$ cat src/rtl/alert_gather.sv
module alert_gather #(
  parameter int NSRC = 8
) (
  input  logic            clk,
  input  logic            rst_n,
  input  logic [NSRC-1:0] evt_i,
  input  logic [NSRC-1:0] irq_en_i,
  input  logic [NSRC-1:0] clr_i,
  input  logic            clr_all_i,
  input  logic            bus_busy_i,
  input  logic            stop_i,
  input  logic            ara_ack_i,
  output logic            irq_oe_o,
  output logic [NSRC-1:0] status_o
);

  logic [NSRC-1:0] stat_q;
  logic            req_q;
  logic            held_q;

  logic [NSRC-1:0] stat_d;
  logic            new_hit;
  logic            keep;
  logic            req_d;
  logic            held_d;

  assign stat_d  = clr_all_i ? evt_i : ((stat_q & ~clr_i) | evt_i);
  assign new_hit = |(evt_i & irq_en_i);
  assign keep    = req_q & ~ara_ack_i & (|(stat_d & irq_en_i));
  assign req_d   = new_hit | keep;
  assign held_d  = req_d & ~stop_i & (held_q | (new_hit & bus_busy_i & ~irq_oe_o));

  always_ff @(posedge clk or negedge rst_n) begin
    if (!rst_n) begin
      stat_q <= '0;
      req_q  <= 1'b0;
      held_q <= 1'b0;
    end else begin
      stat_q <= stat_d;
      req_q  <= req_d;
      held_q <= held_d;
    end
  end

  assign irq_oe_o = req_q & ~held_q;
  assign status_o = stat_q;

endmodule

$ cat config.mk
export PLATFORM = sky130hd
export DESIGN_NAME = alert_gather
export DESIGN_NICKNAME = d
export VERILOG_FILES = /design/src/rtl/alert_gather.sv
export SDC_FILE = /design/constraint.sdc
export NUM_CORES = 1
export LEC_CHECK = 0
export BUFFER_PORTS_ARGS = -buffer_cell sky130_fd_sc_hd__buf_2
export CORE_UTILIZATION = 38
export DETAILED_ROUTE_END_ITERATION = 8
export HOLD_SLACK_MARGIN = 0.02
export PLACE_DENSITY = 0.76
export SETUP_SLACK_MARGIN = 0.4
export SYNTH_ARGS = -nofsm -noshare
export SYNTH_HDL_FRONTEND = slang
export SYNTH_SLANG_ARGS = --single-unit
$ cat constraint.sdc
create_clock -name clk -period 1.97 [get_ports clk]
set_clock_uncertainty 0.15 [all_clocks]
set_input_delay 0.394 -clock clk [delete_from_list [all_inputs] [get_ports clk]]
set_output_delay 0.394 -clock clk [all_outputs]
set_load 0.03 [all_outputs]
* Word-level counts from Yosys, hierarchy flattened
Index checks and enable logic that the tools add are counted.
** Operators by class
- Muxes and demuxes :: 1
- Bitwise operators :: 18
- Reductions and logical operators :: 2
** Operator list (number)
- 8-bit AND :: 3
- 8-bit OR reduction :: 2
- 8-bit 2-to-1 mux :: 1
- 8-bit inverter :: 1
- 8-bit bitwise OR :: 1
- 1-bit AND :: 7
- 1-bit inverter :: 4
- 1-bit bitwise OR :: 2
** Storage, ports and cells
- Logic and storage cells :: 24
- Output and inout bits :: 9
- Register bits after elaboration :: 10
- Input bits :: 30

* Longest topological paths before layout
- Word-level depth :: 10
- Depth in mapped cells :: 5
- Gate-level depth less buffers :: 4

* Worst setup path before layout
No wires, ideal clock.
- Path type :: register to register
- From :: reg stat_q[3] (netlist: status_o[3])
- To :: reg req_q
- Period minus slack after synthesis :: 1.650 ns
- Library setup time :: 0.120 ns
- Stages on the path, launching flop included :: 5
- Required time :: 1.700 ns
- Path slack :: 0.320 ns
- Arrival :: 1.380 ns
- Buffers on the path :: 0
- Cell sequence :: dfrtp_1 > and4bb_1 > a2111oi_2 > nand3_1 > a31o_1
** Between the ends
- Longest elaborated chain between the ends :: 7
** Ends and longest elaborated chain
- from (decl) :: line 17 : logic [NSRC-1:0] stat_q;
- from (signal assigned) :: line 39 : stat_q <= stat_d;
- 8-bit AND :: line 27 : assign stat_d = clr_all_i ? evt_i : ((stat_q & ~clr_i) | evt_i);
- 8-bit bitwise OR :: line 27
- 8-bit 2-to-1 mux :: line 27
- 8-bit AND :: line 29 : assign keep = req_q & ~ara_ack_i & (|(stat_d & irq_en_i));
- 8-bit OR reduction :: line 29
- 1-bit AND :: line 29
- 1-bit bitwise OR :: line 30 : assign req_d = new_hit | keep;
- named net req_d :: line 24 : logic req_d;
- to (signal assigned) :: line 40 : req_q <= req_d;
- to (decl) :: line 18 : logic req_q;
The timed path passes the listed nets, and every way through them passes these cells.

* Worst setup path in the final report
- From :: reg stat_q[3] (netlist: status_o[3])
- To :: reg held_q
** Between the ends
- Longest elaborated chain between the ends :: 9
** Ends and longest elaborated chain
- 8-bit AND :: line 27
- 8-bit bitwise OR :: line 27
- 8-bit 2-to-1 mux :: line 27
- 8-bit AND :: line 29
- 8-bit OR reduction :: line 29
- 1-bit AND :: line 29
- 1-bit bitwise OR :: line 30
- 1-bit AND (2 in series) :: line 31 : assign held_d = req_d & ~stop_i & (held_q | (new_hit & bus_busy_i & ~irq_oe_o));
- named net held_d :: line 25 : logic held_d;
- to (signal assigned) :: line 41 : held_q <= held_d;
- to (decl) :: line 19 : logic held_q;
The timed path passes the listed nets, and every way through them passes these cells.

==> flow_results.org <==
** Placed design
- Buffers placed on the I/O ports in this run total 38.
- After detailed placement, the total cell area comes to 736 sq um.
- OpenSTA, run right after detailed placement, puts the worst setup slack at 0.150 ns.
- Placed cells :: 100
- Placer's final routability congestion estimate :: 0.789

** CTS
- In this run the number of H-tree levels came out at 1.
- Maximum buffer depth of the clock tree :: 2
- Clock tree from TritonCTS :: built
- Clock-pin slew on the worst setup and hold paths :: 0.07 ns
- Clk Latency, worst-skew pair :: 0.27 ns
- Clock Tree Root :: sky130_fd_sc_hd__clkbuf_4
- Clock sink count :: 10
- Num CTS Buffers :: 3

** Cells and area
- After routing the design area is 792 sq um.
- Layout filler cell count :: 122
- For this run, the number of standard cells in the final layout without fillers is 106.
- Final design utilization :: 60.9%
- Share of final-layout standard cells stronger than drive strength 1 :: 53.8%
- From synthesis to final layout, the design area changed by 48.2%.
- The number of antenna diodes in the final layout is 0.
- The final layout contains 122 nets.

** STA
- Worst hold slack :: 0.169 ns
- In this run the tightest slew margin relative to its limit is 78.8%.
- After routing, the total negative slack on setup checks comes to 0 ns.
- For the finished layout, the period the worst path requires is 1.56 ns.
- Slack of the critical path :: 0.409 ns
- The number of pins exceeding their max-slew limit in the final report is 0.
- Number of failing hold endpoints at the final stage :: 0
- Setup violations remaining at the end of the flow were counted as 0.
- The final critical path takes up 79.2% of the cycle.
- Unrepaired setup endpoints after global routing :: yes
- Transition at the pin with the smallest max-transition slack :: 0.314 ns
- F_max :: 641 MHz

** Global routing
- Global-route congestion overflow total :: 0
- Global-route wire length before repair :: 2130 microns
- Overall routing resource usage :: 21.0%
- The number of global-route vias before repair came to 514.
- Initial antenna violation count :: 0
- Entering global routing, the biggest net connects 13 pins.

** Floorplanning
- Initial core utilization :: 41.1%
- Number of placed I/O pins :: 39
- The core region is 1300 sq um.
- The floorplan step set the die width to 39.5 microns.
- After floorplanning, the core was divided into 13 placement rows.
- In this run the vertical extent of the chip is 39.5 microns.
- Die area :: 1560 sq um

** Worst setup path
- Data required, critical path :: 1.98 ns
- Data on the critical path arrives at its endpoint at 1.57 ns.
- The worst setup path is captured at a flip-flop.
- Of all nets on the critical path, the largest fanout is 2.
- STA classifies the critical path startpoint as a flip-flop.
- Worst setup path class :: reg2reg

** Synth
- Simple-gate share of the synthesized area :: 33.3%
- The synthesized netlist devotes 16.4% of its cell area to compound gates.
- Area leader, netlist :: sky130_fd_sc_hd__dfrtp_1
- Area of the mapped netlist :: 534 sq um
- Cell count after synthesis :: 48
- A synthesized cell averages 11.1 sq um.
- Fraction of synthesized cell area taken by the top area cell type :: 46.8%
- Leading cell types by total area after synthesis :: sky130_fd_sc_hd__dfrtp_1, sky130_fd_sc_hd__nor3b_1, sky130_fd_sc_hd__or2_1
- Share of synthesized cell area in full adder, half adder and majority cells :: 0%
- Synth unique cells :: 19
- Of the post-synthesis cell area, the part taken by muxes is 0%.
- Of the synthesized area, sequential elements account for 46.8%.
- Synthesized Nets :: 78
- Number of synthesized register bits :: 10
- Largest family of logic cells by synthesized area :: simple AND/OR/NAND/NOR gates
- Count of warnings emitted by yosys :: 0
- Summing the areas of all xor and xnor instances in the mapped netlist gives 0% of the synthesized area.

** Power and ir drop
- Net switching is 28.1% of the power.
- Switching power of the nets :: 0.152 mW
- Dividing total power by cell area gives a power density of 681 nW/um^2.
- Part of the power in the clock network :: 35.3%
- The analysis attributes to cell leakage a power of 0.389 nW.
- Cell Int Power :: 0.388 mW
- Peak ir drop on the vdd network :: 0.411 mV
- Combinational Power Share :: 22.9%
- Total Power Consumption :: 0.540 mW
- Sequential cells burn 41.8% of the power.

** Run
- Max-cap viol count :: 0

** Routing
- The first detailed-routing pass ran for 2 iterations.
- Post-DR vias/cell :: 5.04
- The first routing iteration left 5 violations.
- Total number of vias :: 534
- The count of nets left with antenna violations once routing finished came out at 0.
- Total Routed Length :: 1320 microns
- After detailed routing, the number of remaining DRC violations is 0.
- In the final routed layout, each cell accounts on average for 12.5 microns.

** Status
- The flow ran to the end, and the final reports show no timing, DRC or antenna violations.

** Min path
- The min-delay analysis places its worst path in the category in2reg.
-- critical path, stage by stage, from the launching register on --
cell and delay, ns:
sky130_fd_sc_hd__dfrtp_2 0.40, sky130_fd_sc_hd__and4bb_1 0.20, sky130_fd_sc_hd__a2111oi_2 0.33, sky130_fd_sc_hd__nand3_1 0.15
sky130_fd_sc_hd__a22o_1 0.23
-- Yosys cell counts --
| cell type | count |
|---|---|
| sky130_fd_sc_hd__nand4_1 | 1 |
| sky130_fd_sc_hd__a2111oi_2 | 1 |
| sky130_fd_sc_hd__nor3b_2 | 1 |
| sky130_fd_sc_hd__nand3_1 | 1 |
| sky130_fd_sc_hd__nor4b_1 | 1 |
| sky130_fd_sc_hd__or2_1 | 7 |
| sky130_fd_sc_hd__inv_1 | 2 |
| sky130_fd_sc_hd__and4bb_2 | 1 |
| sky130_fd_sc_hd__a22oi_1 | 5 |
| sky130_fd_sc_hd__a31o_1 | 1 |
| sky130_fd_sc_hd__nor4bb_1 | 2 |
| sky130_fd_sc_hd__a22o_1 | 1 |
| sky130_fd_sc_hd__a21o_1 | 1 |
| sky130_fd_sc_hd__nor2_1 | 3 |
| sky130_fd_sc_hd__buf_6 | 1 |
| sky130_fd_sc_hd__a21oi_1 | 2 |
| sky130_fd_sc_hd__nor3b_1 | 6 |
| sky130_fd_sc_hd__dfrtp_1 | 10 |
| sky130_fd_sc_hd__and4bb_1 | 1 |
-- logic make-up after synthesis --
kind of cell	count (synthesis)
AND/OR/NAND/NOR	24
buffers and inverters	3
AO/OA/AOI/OAI	11
flip-flops	10
-- layer usage --
| metal | up-vias | wire (microns) | track usage, % |
|---|---|---|---|
| met5 | - | 0 | 0 |
| met4 | 0 | 6 | 7.76 |
| met3 | 2 | 63 | 3.98 |
| met2 | 23 | 654 | 37.7 |
| met1 | 241 | 599 | 23.9 |
| li1 | 268 | - | - |
-- power groups by stage --
stage	combinational [mW]	sequential (mW)	clock, mW
detailed placement	0.120	0.230	0
CTS	0.124	0.226	0.193
global placement	0.117	0.229	0
global route	0.136	0.227	0.204
floorplan	0.0427	0.251	0
finish	0.124	0.226	0.190
-- cell type report --
type                       count  area, sq um  area share (%)
inverter                       2         7.51           0.948
tap                           15         18.8            2.37
timing repair buffer          40          210            26.5
clock buffer                   4         36.3            4.58
sequential                    10          254            32.1
multi-input combinational     35          265            33.5
-- state kept, by name (all words and copies together), names as in the netlist --
register	cells
status_o	8
req_q	1
held_q	1
-- final timing paths --
path | startpoint | to | slack (ns) | depth (start not counted)
hold / removal | evt_i[0] | status_o[0] | 0.17 | 2
max in group asynchronous | rst_n | status_o[4] | 1.11 | 2
min in group asynchronous | rst_n | status_o[6] | 0.36 | 2
setup / recovery | status_o[3] | held_q | 0.41 | 4
hold reg to reg | status_o[0] | status_o[0] | 0.35 | 1
setup reg to reg | status_o[3] | held_q | 0.41 | 4
-- placed cells by master (no fill, tap or decap), types with 2 or more instances in the layout --
cell / netlist / final
sky130_fd_sc_hd__a21oi_1: 2 / 2
sky130_fd_sc_hd__a22oi_1: 5 / 5
sky130_fd_sc_hd__buf_2: 0 / 37
sky130_fd_sc_hd__buf_4: 0 / 2
sky130_fd_sc_hd__clkbuf_4: 0 / 3
sky130_fd_sc_hd__dfrtp_1: 10 / 7
sky130_fd_sc_hd__dfrtp_2: 0 / 3
sky130_fd_sc_hd__inv_1: 2 / 2
sky130_fd_sc_hd__nor2_1: 3 / 3
sky130_fd_sc_hd__nor3b_1: 6 / 6
sky130_fd_sc_hd__nor4bb_1: 2 / 2
sky130_fd_sc_hd__or2_1: 7 / 7
-- repair_timing --
| item | CTS | global route |
|---|---|---|
| endpoints found under the setup margin | 2 | 3 |
| pin swaps | 1 | 1 |
| resized for setup | 0 | 2 |
| hold buffers | 1 | 0 |
| buffers inserted | 1 | 0 |
| hold endpoints to repair | 10 | 0 |
Power figures use the tool's default switching activity.
